--- src/rtl/scanwin_pkg.sv ---
`timescale 1ns/1ps
package scanwin_pkg;
    typedef enum logic [2:0] {
        ST_IDLE,
        ST_LOAD,
        ST_RADDR,
        ST_RDATA,
        ST_WAIT,
        ST_WADDR,
        ST_WDATA
    } swin_state_e;
endpackage

--- src/rtl/scanwin_walk.sv ---
`timescale 1ns/1ps
// Next window offset for the read walk. Line-start windows go in raster
// order; overlapped windows only step down the rightmost column.
module scanwin_walk #(
    parameter int WIN   = 3,
    parameter int OFS_W = 2
) (
    input  logic [OFS_W-1:0] cur_col,
    input  logic [OFS_W-1:0] cur_row,
    input  logic             full_win,
    output logic [OFS_W-1:0] nxt_col,
    output logic [OFS_W-1:0] nxt_row,
    output logic             row_end,
    output logic             walk_last
);
    localparam logic [OFS_W-1:0] EDGE = OFS_W'(WIN - 1);

    always_comb begin
        row_end   = (cur_col == EDGE);
        walk_last = row_end && (cur_row == EDGE);
        if (full_win) begin
            nxt_col = row_end ? '0 : cur_col + OFS_W'(1);
            nxt_row = row_end ? cur_row + OFS_W'(1) : cur_row;
        end else begin
            nxt_col = EDGE;
            nxt_row = cur_row + OFS_W'(1);
        end
    end
endmodule

--- src/rtl/scanwin_addr.sv ---
`timescale 1ns/1ps
// Linear word address of a window pixel: (y+row)*IMG_W + (x+col).
module scanwin_addr #(
    parameter int COORD_W = 8,
    parameter int OFS_W   = 2,
    parameter int ADDR_W  = 16,
    parameter int IMG_W   = 22
) (
    input  logic [COORD_W-1:0] base_x,
    input  logic [COORD_W-1:0] base_y,
    input  logic [OFS_W-1:0]   ofs_col,
    input  logic [OFS_W-1:0]   ofs_row,
    output logic [ADDR_W-1:0]  word_addr
);
    localparam bit PITCH_POW2 = ((IMG_W & (IMG_W - 1)) == 0);

    logic [ADDR_W-1:0] col_abs;
    logic [ADDR_W-1:0] row_abs;
    logic [ADDR_W-1:0] row_base;

    assign col_abs = ADDR_W'(base_x) + ADDR_W'(ofs_col);
    assign row_abs = ADDR_W'(base_y) + ADDR_W'(ofs_row);

    generate
        if (PITCH_POW2) begin : g_shift
            localparam int PITCH_SH = $clog2(IMG_W);
            assign row_base = row_abs << PITCH_SH;
        end else begin : g_mult
            assign row_base = row_abs * ADDR_W'(IMG_W);
        end
    endgenerate

    assign word_addr = row_base + col_abs;
endmodule

--- src/rtl/scanwin_fsm.sv ---
`timescale 1ns/1ps
module scanwin_fsm
    import scanwin_pkg::*;
#(
    parameter int COORD_W  = 8,
    parameter int OFS_W    = 2,
    parameter int DATA_W   = 16,
    parameter int WIN      = 3,
    parameter int LOAD_GAP = 4
) (
    input  logic               clk,
    input  logic               rst_n,
    input  logic               handle_valid,
    input  logic [COORD_W-1:0] handle_x,
    input  logic [COORD_W-1:0] handle_y,
    input  logic               first_in_line,
    input  logic               burst_mode,
    input  logic               result_valid,
    input  logic [DATA_W-1:0]  result_data,
    input  logic [DATA_W-1:0]  mem_rdata,
    input  logic [OFS_W-1:0]   nxt_col,
    input  logic [OFS_W-1:0]   nxt_row,
    input  logic               row_end,
    input  logic               walk_last,
    output logic [OFS_W-1:0]   cur_col,
    output logic [OFS_W-1:0]   cur_row,
    output logic               full_win,
    output logic [COORD_W-1:0] base_x,
    output logic [COORD_W-1:0] base_y,
    output logic [OFS_W-1:0]   ofs_col,
    output logic [OFS_W-1:0]   ofs_row,
    output logic               handle_ready,
    output logic               mem_cmd_rd,
    output logic               mem_cmd_wr,
    output logic               mem_burst,
    output logic [DATA_W-1:0]  mem_wdata,
    output logic               mem_wdata_vld,
    output logic               pix_valid,
    output logic [OFS_W-1:0]   pix_col,
    output logic [OFS_W-1:0]   pix_row,
    output logic [DATA_W-1:0]  pix_data
);
    localparam int GAP_W = (LOAD_GAP < 2) ? 1 : $clog2(LOAD_GAP);
    localparam logic [OFS_W-1:0] EDGE = OFS_W'(WIN - 1);

    typedef struct packed {
        swin_state_e        st;
        logic [GAP_W-1:0]   gap;
        logic [COORD_W-1:0] hx;
        logic [COORD_W-1:0] hy;
        logic               full;
        logic               burst;
        logic [OFS_W-1:0]   col;
        logic [OFS_W-1:0]   row;
        logic [DATA_W-1:0]  res;
    } seq_regs_t;

    seq_regs_t regs_d, regs_q;
    logic      burst_act;

    assign burst_act = regs_q.full && regs_q.burst;

    always_comb begin
        regs_d = regs_q;
        unique case (regs_q.st)
            ST_IDLE: begin
                if (handle_valid) begin
                    regs_d.hx    = handle_x;
                    regs_d.hy    = handle_y;
                    regs_d.full  = first_in_line;
                    regs_d.burst = burst_mode;
                    regs_d.col   = first_in_line ? '0 : EDGE;
                    regs_d.row   = '0;
                    regs_d.gap   = GAP_W'(LOAD_GAP - 1);
                    regs_d.st    = ST_LOAD;
                end
            end
            ST_LOAD: begin
                if (regs_q.gap == '0) begin
                    regs_d.st = ST_RADDR;
                end else begin
                    regs_d.gap = regs_q.gap - GAP_W'(1);
                end
            end
            ST_RADDR: regs_d.st = ST_RDATA;
            ST_RDATA: begin
                if (burst_act && !row_end) begin
                    regs_d.col = nxt_col;
                end else if (walk_last) begin
                    regs_d.st = ST_WAIT;
                end else begin
                    regs_d.col = nxt_col;
                    regs_d.row = nxt_row;
                    regs_d.st  = ST_RADDR;
                end
            end
            ST_WAIT: begin
                if (result_valid) begin
                    regs_d.res = result_data;
                    regs_d.st  = ST_WADDR;
                end
            end
            ST_WADDR: regs_d.st = ST_WDATA;
            ST_WDATA: regs_d.st = ST_IDLE;
            default:  regs_d.st = ST_IDLE;
        endcase
    end

    always_ff @(posedge clk) begin
        if (!rst_n) begin
            regs_q <= '{st: ST_IDLE, default: '0};
        end else begin
            regs_q <= regs_d;
        end
    end

    always_comb begin
        cur_col       = regs_q.col;
        cur_row       = regs_q.row;
        full_win      = regs_q.full;
        base_x        = regs_q.hx;
        base_y        = regs_q.hy;
        handle_ready  = (regs_q.st == ST_IDLE);
        mem_cmd_rd    = (regs_q.st == ST_RADDR);
        mem_burst     = (regs_q.st == ST_RADDR) && burst_act;
        mem_cmd_wr    = (regs_q.st == ST_WADDR);
        mem_wdata_vld = (regs_q.st == ST_WDATA);
        mem_wdata     = regs_q.res;
        pix_valid     = (regs_q.st == ST_RDATA);
        pix_col       = regs_q.col;
        pix_row       = regs_q.row;
        pix_data      = mem_rdata;
        if (regs_q.st == ST_WADDR) begin
            ofs_col = '0;
            ofs_row = '0;
        end else begin
            ofs_col = regs_q.col;
            ofs_row = regs_q.row;
        end
    end

    // an accepted handle leaves idle and enters the loading gap
    assert_accept_gap_R2: assert property (@(posedge clk) disable iff (!rst_n)
        (handle_valid && handle_ready) |=> (!handle_ready && !mem_cmd_rd));

    // every read address phase is followed by a data phase
    assert_rd_data_phase_R3: assert property (@(posedge clk) disable iff (!rst_n)
        mem_cmd_rd |=> pix_valid);

    // a burst starts at the leftmost column
    assert_burst_from_left_R5: assert property (@(posedge clk) disable iff (!rst_n)
        mem_burst |=> (pix_valid && pix_col == '0));

    // overlapped windows deliver only the rightmost column
    assert_inner_column_R6: assert property (@(posedge clk) disable iff (!rst_n)
        (pix_valid && !regs_q.full) |-> (pix_col == EDGE));

    // the write address phase follows an observed result
    assert_write_after_result_R8: assert property (@(posedge clk) disable iff (!rst_n)
        $rose(mem_cmd_wr) |-> $past(result_valid));

    // write data phase follows at once with held data
    assert_wdata_follows_R9: assert property (@(posedge clk) disable iff (!rst_n)
        mem_cmd_wr |=> (mem_wdata_vld && $stable(mem_wdata)));
endmodule

--- src/rtl/scanwin_seq.sv ---
`timescale 1ns/1ps
module scanwin_seq #(
    parameter int COORD_W  = 8,
    parameter int DATA_W   = 16,
    parameter int ADDR_W   = 16,
    parameter int IMG_W    = 22,
    parameter int WIN      = 3,
    parameter int LOAD_GAP = 4,
    parameter int OFS_W    = $clog2(WIN)
) (
    input  logic               clk,
    input  logic               rst_n,
    input  logic               handle_valid,
    output logic               handle_ready,
    input  logic [COORD_W-1:0] handle_x,
    input  logic [COORD_W-1:0] handle_y,
    input  logic               first_in_line,
    input  logic               burst_mode,
    input  logic               result_valid,
    input  logic [DATA_W-1:0]  result_data,
    output logic [ADDR_W-1:0]  mem_addr,
    output logic               mem_cmd_rd,
    output logic               mem_cmd_wr,
    output logic               mem_burst,
    input  logic [DATA_W-1:0]  mem_rdata,
    output logic [DATA_W-1:0]  mem_wdata,
    output logic               mem_wdata_vld,
    output logic               pix_valid,
    output logic [OFS_W-1:0]   pix_col,
    output logic [OFS_W-1:0]   pix_row,
    output logic [DATA_W-1:0]  pix_data
);
    logic [OFS_W-1:0]   cur_col, cur_row, nxt_col, nxt_row;
    logic [OFS_W-1:0]   ofs_col, ofs_row;
    logic               full_win, row_end, walk_last;
    logic [COORD_W-1:0] base_x, base_y;

    scanwin_walk #(.WIN(WIN), .OFS_W(OFS_W)) u_walk (
        .cur_col   (cur_col),
        .cur_row   (cur_row),
        .full_win  (full_win),
        .nxt_col   (nxt_col),
        .nxt_row   (nxt_row),
        .row_end   (row_end),
        .walk_last (walk_last)
    );

    scanwin_addr #(.COORD_W(COORD_W), .OFS_W(OFS_W), .ADDR_W(ADDR_W), .IMG_W(IMG_W)) u_addr (
        .base_x    (base_x),
        .base_y    (base_y),
        .ofs_col   (ofs_col),
        .ofs_row   (ofs_row),
        .word_addr (mem_addr)
    );

    scanwin_fsm #(
        .COORD_W(COORD_W), .OFS_W(OFS_W), .DATA_W(DATA_W),
        .WIN(WIN), .LOAD_GAP(LOAD_GAP)
    ) u_fsm (
        .clk           (clk),
        .rst_n         (rst_n),
        .handle_valid  (handle_valid),
        .handle_x      (handle_x),
        .handle_y      (handle_y),
        .first_in_line (first_in_line),
        .burst_mode    (burst_mode),
        .result_valid  (result_valid),
        .result_data   (result_data),
        .mem_rdata     (mem_rdata),
        .nxt_col       (nxt_col),
        .nxt_row       (nxt_row),
        .row_end       (row_end),
        .walk_last     (walk_last),
        .cur_col       (cur_col),
        .cur_row       (cur_row),
        .full_win      (full_win),
        .base_x        (base_x),
        .base_y        (base_y),
        .ofs_col       (ofs_col),
        .ofs_row       (ofs_row),
        .handle_ready  (handle_ready),
        .mem_cmd_rd    (mem_cmd_rd),
        .mem_cmd_wr    (mem_cmd_wr),
        .mem_burst     (mem_burst),
        .mem_wdata     (mem_wdata),
        .mem_wdata_vld (mem_wdata_vld),
        .pix_valid     (pix_valid),
        .pix_col       (pix_col),
        .pix_row       (pix_row),
        .pix_data      (pix_data)
    );
endmodule

--- config.mk ---
export PLATFORM = sky130hd
export DESIGN_NAME = scanwin_seq
export DESIGN_NICKNAME = d
export VERILOG_FILES = /design/src/rtl/scanwin_pkg.sv /design/src/rtl/scanwin_walk.sv /design/src/rtl/scanwin_addr.sv /design/src/rtl/scanwin_fsm.sv /design/src/rtl/scanwin_seq.sv
export SDC_FILE = /design/constraint.sdc
export NUM_CORES = 1
export LEC_CHECK = 0
export CAP_MARGIN = 30
export CORE_MARGIN = 2
export CORE_UTILIZATION = 53
export CTS_BUF_LIST = sky130_fd_sc_hd__clkbuf_2
export DETAILED_ROUTE_END_ITERATION = 12
export GPL_TIMING_DRIVEN = 0
export PLACE_DENSITY = 0.89
export SETUP_SLACK_MARGIN = 0.02
export SKIP_CTS_REPAIR_TIMING = 1
export SYNTH_ARGS = -nofsm -noshare
export SYNTH_HDL_FRONTEND = slang
export SYNTH_SLANG_ARGS = --single-unit
--- constraint.sdc ---
create_clock -name clk -period 14.2 [get_ports clk]
set_input_delay 2.13 -clock clk [delete_from_list [all_inputs] [get_ports clk]]
set_output_delay 2.13 -clock clk [all_outputs]
set_load 0.02 [all_outputs]
==> results of run 1 <==
## metal layers
metal  global-route usage  up-vias
met5                    0        -
met4               0.0838        0
met3               0.0486       18
met2                0.427       98
met1                0.257     1559
li1                     -     1704
## worst paths after layout
check / slack [ps] / startpoint / depth (start not counted) / end
max: 5240 / u_fsm.regs_q[40]$_SDFFE_PN0P_ / 25 / mem_addr[12]
min: 470 / u_fsm.mem_wdata[13]$_SDFFE_PN0P_ / 2 / u_fsm.mem_wdata[13]$_SDFFE_PN0P_
max reg2reg: 12210 / u_fsm.regs_q[42]$_SDFFE_PN0P_ / 8 / u_fsm.cur_row[0]$_SDFFE_PN0P_
min reg2reg: 470 / u_fsm.mem_wdata[13]$_SDFFE_PN0P_ / 2 / u_fsm.mem_wdata[13]$_SDFFE_PN0P_
## worst reg2reg max path, stage by stage, from the launching register on
cell and delay (ps):
dfxtp_1 350, clkbuf_1 190, or2_1 260, buf_2 170
nor3b_4 410, nor2_1 110, nor2_2 160, mux2i_1 200
nor2_1 50
## state kept, by name (all words and copies together) (netlist names)
| name | count |
|---|---|
| u_fsm.mem_wdata | 16 |
| u_fsm.cur_col | 2 |
| u_fsm.base_y | 8 |
| u_fsm.base_x | 8 |
| u_fsm.cur_row | 2 |
| u_fsm.full_win | 1 |
| u_fsm.regs_q | 6 |
## placed cells by master (no fill, tap or decap), types with 3 or more instances in the layout
master / instances
clkdlybuf4s50_1: 94
buf_4: 37
nand3_1: 8
a21o_1: 7
buf_2: 3
nor3b_1: 3
nor3_1: 5
dfxtp_1: 43
a31oi_1: 3
mux2i_1: 5
xor2_1: 8
and3_1: 3
fa_1: 8
ha_1: 37
clkbuf_2: 7
o21bai_1: 3
o21ai_0: 8
xnor2_1: 23
clkbuf_1: 14
inv_1: 39
nor2_1: 31
nand2_1: 83
a21oi_1: 51
nor2b_1: 5
## per-stage QoR
stage,utilization,instances,total power [uW],hold slack (ps),instance area [sq um]
after floorplan,-,467,279,437,3610
after global placement,0.697,641,343,443,4660
after detailed placement,0.697,641,351,449,4660
after CTS,0.703,649,403,473,4700
after global routing,0.703,649,429,494,4700
final,0.703,649,402,468,4700
## area by class of cell
type,instances,share of cell area
Multi-Input combinational cell,329,0.478
Sequential cell,43,0.183
Inverter,39,0.0312
Buffer,56,0.0770
Tap cell,80,0.0213
Clock inverter,2,0.00266
Clock buffer,6,0.00639
Timing Repair Buffer,94,0.200
## cells by family after synthesis
group,after synthesis,share of synthesized area
AO/OA/AOI/OAI,92,0.161
XOR/XNOR,31,0.0751
adder cells (fa/ha/maj),45,0.172
buffers and inverters,95,0.141
flip-flops,43,0.238
multiplexers,6,0.0170
other,1,0.00104
AND/OR/NAND/NOR,154,0.195
## power groups by stage
stage | sequential (uW) | combinational (uW) | clock [uW]
5_1_grt | 137 | 233 | 58.9
6_report | 136 | 213 | 52.6
3_5_place_dp | 138 | 213 | 0
4_1_cts | 136 | 214 | 52.8
2_1_floorplan | 136 | 143 | 0
3_3_place_gp | 137 | 206 | 0
==> flow_metrics.py, run 1 <==
metrics = {
    "sta": {
        "worst_slew_pin_slew_ps": 510,
        "finalSetupViolations": 0,
        "fin_crit_sh": 0.631,
        "min_period_ps": 8960,
        "hold_viol_final": 0,
        "fin_ws_ps": 5240,
        "max_freq_ghz": 0.112,
        "relSlewSlack": 0.660,
        "rsz0062_at_grt": "false",
        "drv_slew": 0,
        "setup_tns_ps": 0,
        "skew_ps": 6.02,
    },
    "finish": {
        "fillerInstances": 539,
        "multiInputGateArea_sq_um": 2250,
        "antenna_cells": 0,
        "areaGrowthSynthToFinish_pct": 30.0,
        "layout-drive-gt1-share": 0.105,
        "ff_latch_area_sq_um": 861,
        "final_nets": 667,
    },
    "pwr": {
        "sw_frac_of_total": 0.399,
        "combPwrFrac": 0.531,
        "clockPowerShare": 0.131,
        "peakVddDrop_v": 0.0000615,
        "p_leak_uw": 0.00212,
        "sequentialPowerShare": 0.338,
        "internal-power_uw": 241,
        "power_density_nw_per_um2": 85.5,
        "p_switching_uw": 160,
    },
    "logic_synthesis": {
        "ys_top_cells_by_area": "dfxtp_1 (24%), ha_1 (13%), nand2_1 (8.6%), buf_4 (7.7%), a21oi_1 (7.1%)",
        "ys_seq_elements": 43,
        "syn_inst": 467,
        "synth.most_common_cell": "nand2_1",
        "synth_common_cells": "nand2_1 (83), a21oi_1 (51), dfxtp_1 (43)",
        "synth_top_area_share": 0.238,
        "ys_seq_area_frac": 0.238,
        "synth-edff-count": 0,
        "yosys.area.top_type": "dfxtp_1",
        "syn_avg_cell_area_sq_um": 7.74,
        "syn_nets": 566,
        "ys_warn_count": 0,
        "synth_area_sq_um": 3610,
        "postSynth.asyncResetShare": 0,
        "synth_cell_types": 54,
        "synth_flop_cell": "dfxtp_1",
    },
    "placed_design": {
        "dp.final_hpwl_um": 6970,
        "gp_congestion": 0.885,
        "place_ws_ps": 5770,
        "io_buffers": 94,
    },
    "global_routing": {
        "grt_usage": 0.230,
        "grt_pass1_wl_um": 14100,
        "grt-ovfl-total": 0,
        "first_global_vias": 3311,
        "antenna_found_initial": 0,
        "grt_max_degree": 14,
    },
    "critical_path": {
        "cp-end-kind": "output pin",
        "crit_path_frequent_cell": "ha_1",
        "arrival_ps": 6830,
        "startpoint_type": "register",
        "crit_buf_inv": 6,
        "cp_data_required_time_ps": 12070,
        "crit_family": "adder cells",
        "critPathMaxFanout": 10,
        "slowest_delay_ps": 610,
        "critPathSlowestCell": "clkdlybuf4s50_1",
        "critPathKind": "register to output pin",
    },
    "route": {
        "drc_errors": 0,
        "dr_wl_met3_um": 495,
        "routedWlPerCell_um": 12.9,
        "antenna_left": 0,
        "top_layer_used": "met4",
        "drt-met1-wl_um": 3340,
        "vias_per_cell": 5.21,
        "firstDrtPassIters": 4,
        "drt-initial-drc-count": 104,
        "num_vias": 3379,
        "routed_wl_um": 8400,
        "wl_met2_um": 4390,
    },
    "clock_tree": {
        "htreeDepth": 2,
        "tritoncts": "yes",
        "clockBufferDepth": 2,
        "cts-root-buf": "clkbuf_2",
        "cts_buffers": 5,
        "worstSkewPairLatency_ps": 410,
        "clk_pin_slew_worst_paths_ps": 210,
        "cts.sinks": 43,
    },
    "hold_path": {
        "hold_path_class": "register to register",
    },
    "die": {
        "die_area_sq_um": 7500,
        "fp.dieW_um": 86.6,
        "die_h_um": 86.6,
        "initial_utilization": 0.541,
        "rows": 30,
        "pin_count": 112,
        "core_area_sq_um": 6680,
    },
    "run_status": {
        "outcome": "finished clean",
    },
    "run": {
        "cap_violations": 0,
    },
}
Power figures use the tool's default switching activity.
==> run 2, diff against run 1 <==
--- a/config.mk
+++ b/config.mk
@@ -7,11 +7,11 @@
 export LEC_CHECK = 0
 export CAP_MARGIN = 30
 export CORE_MARGIN = 2
-export CORE_UTILIZATION = 53
+export CORE_UTILIZATION = 44
 export CTS_BUF_LIST = sky130_fd_sc_hd__clkbuf_2
 export DETAILED_ROUTE_END_ITERATION = 12
 export GPL_TIMING_DRIVEN = 0
-export PLACE_DENSITY = 0.89
+export PLACE_DENSITY = 0.79
 export SETUP_SLACK_MARGIN = 0.02
 export SKIP_CTS_REPAIR_TIMING = 1
 export SYNTH_ARGS = -nofsm -noshare
==> constraint.sdc (replaced) <==
create_clock -name clk -period 8.05 [get_ports clk]
set_input_delay 1.2075 -clock clk [delete_from_list [all_inputs] [get_ports clk]]
set_output_delay 1.2075 -clock clk [all_outputs]
set_load 0.02 [all_outputs]
==> run 2 against run 1 <==
Count of clock-buffer cells in the layout stayed put. Via count is 2.1% lower. Register-to-register slack worse by 6200 ps. Combinational power is 76% higher. Routed wire length is 4.4% lower. Hold slack better by 1.1 ps. Cell area is 0.88% higher. Die area is 19% higher. Sequential share of layout area is 0.11 points lower. Utilization is 12 points lower. Cell count is 3.5% higher. Clock skew is 7.8 ps higher. Highest routed layer unchanged.
==> flow_metrics.py, run 2 (synthesis results as in run 1) <==
metrics = {
    "run_status": {
        "outcome": "finished clean",
    },
    "pwr": {
        "peakVddDrop_v": 0.000112,
        "p_leak_uw": 0.00213,
        "power_density_nw_per_um2": 149,
    },
    "clock_tree": {
        "worstSkewPairLatency_ps": 410,
        "cts-root-buf": "clkbuf_2",
        "cts_buffers": 5,
        "cts.sinks": 43,
        "clockBufferDepth": 2,
        "tritoncts": "yes",
        "htreeDepth": 2,
        "clk_pin_slew_worst_paths_ps": 200,
    },
    "route": {
        "routedWlPerCell_um": 11.9,
        "routed_wl_um": 8030,
        "num_vias": 3307,
        "antenna_left": 0,
        "firstDrtPassIters": 4,
        "drc_errors": 0,
        "vias_per_cell": 4.92,
        "drt-initial-drc-count": 73,
    },
    "finish": {
        "fillerInstances": 747,
        "largest_reg_flops": 16,
        "post-route-util": 0.586,
        "antenna_cells": 0,
        "final_nets": 665,
        "final_cell_mix": "clkdlybuf4s50_1 (94), nand2_1 (83), a21oi_1 (50)",
        "areaGrowthSynthToFinish_pct": 31.1,
        "layout-drive-gt1-share": 0.116,
        "final_area_sq_um": 4740,
        "final_common_cell": "clkdlybuf4s50_1",
    },
    "sta": {
        "skew_ps": 13.8,
        "rsz0062_at_grt": "false",
        "fin_crit_sh": 0.915,
        "setup_tns_ps": 0,
        "finalSetupViolations": 0,
        "drv_slew": 0,
        "worst_slew_pin_slew_ps": 511,
        "max_freq_ghz": 0.136,
        "fin_ws_ps": 684,
        "relSlewSlack": 0.659,
        "min_period_ps": 7370,
        "hold_viol_final": 0,
        "timing.hold.ws_ps": 470,
    },
    "critical_path": {
        "arrival_ps": 6160,
        "ff2ff_setup_slack_ps": 6060,
        "r2r-start": "u_fsm.regs_q[41]$_SDFFE_PN0P_",
        "critPathKind": "register to output pin",
        "r2r_end": "u_fsm.cur_row[1]$_SDFFE_PN0P_",
        "cp_data_required_time_ps": 6840,
        "startpoint_type": "register",
        "critPathMaxFanout": 10,
        "cp-end-kind": "output pin",
        "r2r_cells": 8,
    },
    "die": {
        "fp.dieW_um": 94.6,
        "die_h_um": 94.6,
        "core_area_sq_um": 8090,
        "die_area_sq_um": 8960,
        "initial_utilization": 0.447,
        "pin_count": 112,
        "rows": 33,
    },
    "global_routing": {
        "grtUsageMet3": 0.0263,
        "grt_max_degree": 14,
        "grtUsageMet1": 0.226,
        "grt_pass1_wl_um": 13300,
        "antenna_found_initial": 0,
        "use_met2": 0.322,
        "grt-ovfl-total": 0,
        "first_global_vias": 3093,
        "grt_busiest_layer": "met2",
        "grt_usage": 0.182,
    },
    "hold_path": {
        "hold_path_class": "register to register",
        "min_from": "u_fsm.mem_wdata[10]$_SDFFE_PN0P_",
        "hold_end": "u_fsm.mem_wdata[10]$_SDFFE_PN0P_",
        "holdPathStages": 2,
    },
    "placed_design": {
        "dp.final_hpwl_um": 6560,
        "gp_congestion": 0.867,
        "io_buffers": 94,
        "place_ws_ps": 599,
        "place_area_sq_um": 4690,
    },
    "run": {
        "cap_violations": 0,
    },
}
-- run 2: how the worst max path moves through the flow --
stage | start | to | slack [ps] | cells after the start
detailed placement | u_fsm.regs_q[40]$_SDFFE_PN0P_ | mem_addr[12] | 600 | 25
global route | u_fsm.regs_q[41]$_SDFFE_PN0P_ | mem_addr[13] | 120 | 24
finish | u_fsm.regs_q[41]$_SDFFE_PN0P_ | mem_addr[13] | 680 | 23
floorplan | u_fsm.regs_q[40]$_SDFFE_PN0P_ | mem_addr[14] | 1600 | 23
CTS | u_fsm.regs_q[40]$_SDFFE_PN0P_ | mem_addr[12] | 80 | 25
global placement | u_fsm.regs_q[40]$_SDFFE_PN0P_ | mem_addr[12] | 710 | 25
-- run 2: stage by stage --
| step | std cells | power, uW |
|---|---|---|
| after CTS | 674 | 709 |
| final | 672 | 706 |
| after global placement | 666 | 608 |
| after global routing | 672 | 760 |
| after detailed placement | 666 | 617 |
| after floorplan | 467 | 492 |
-- run 2: layer usage --
layer  share of wire  vias up
li1                -     1700
met1            0.44     1511
met2            0.50       85
met3           0.041       11
met4           0.015        0
met5               0        -
-- run 2: final cells by class --
cell class	count	area, sq um	share of cell area
clock inverter	2	12.5	0.00264
tap	105	131	0.0277
timing repair buffer	94	941	0.199
multi-input combinational	329	2260	0.477
sequential	43	863	0.182
buffer	54	355	0.0750
clock buffer	6	30.0	0.00634
inverter	39	146	0.0309
-- run 2: power by group --
| group | switching (uW) | internal [uW] | total, uW |
|---|---|---|---|
| Sequential | 13.9 | 227 | 241 |
| Combinational | 197 | 177 | 374 |
| Clock | 68.5 | 22.1 | 90.6 |
-- run 2: critical path, stage by stage, from the launching register on --
cell and delay (ps):
dfxtp_1 340, clkbuf_1 200, nor2b_2 220, nand2_1 130, inv_1 150, nor2_1 60, ha_1 210, fa_1 450
nand3_1 170, xnor2_1 130, ha_1 310, inv_1 50, fa_1 490, inv_1 40, ha_1 350, a21oi_1 240
o22ai_1 140, nor2_1 130, xnor2_1 80, ha_1 370, o2111ai_1 270, a2111oi_4 440, xnor2_1 160, clkdlybuf4s50_1 620
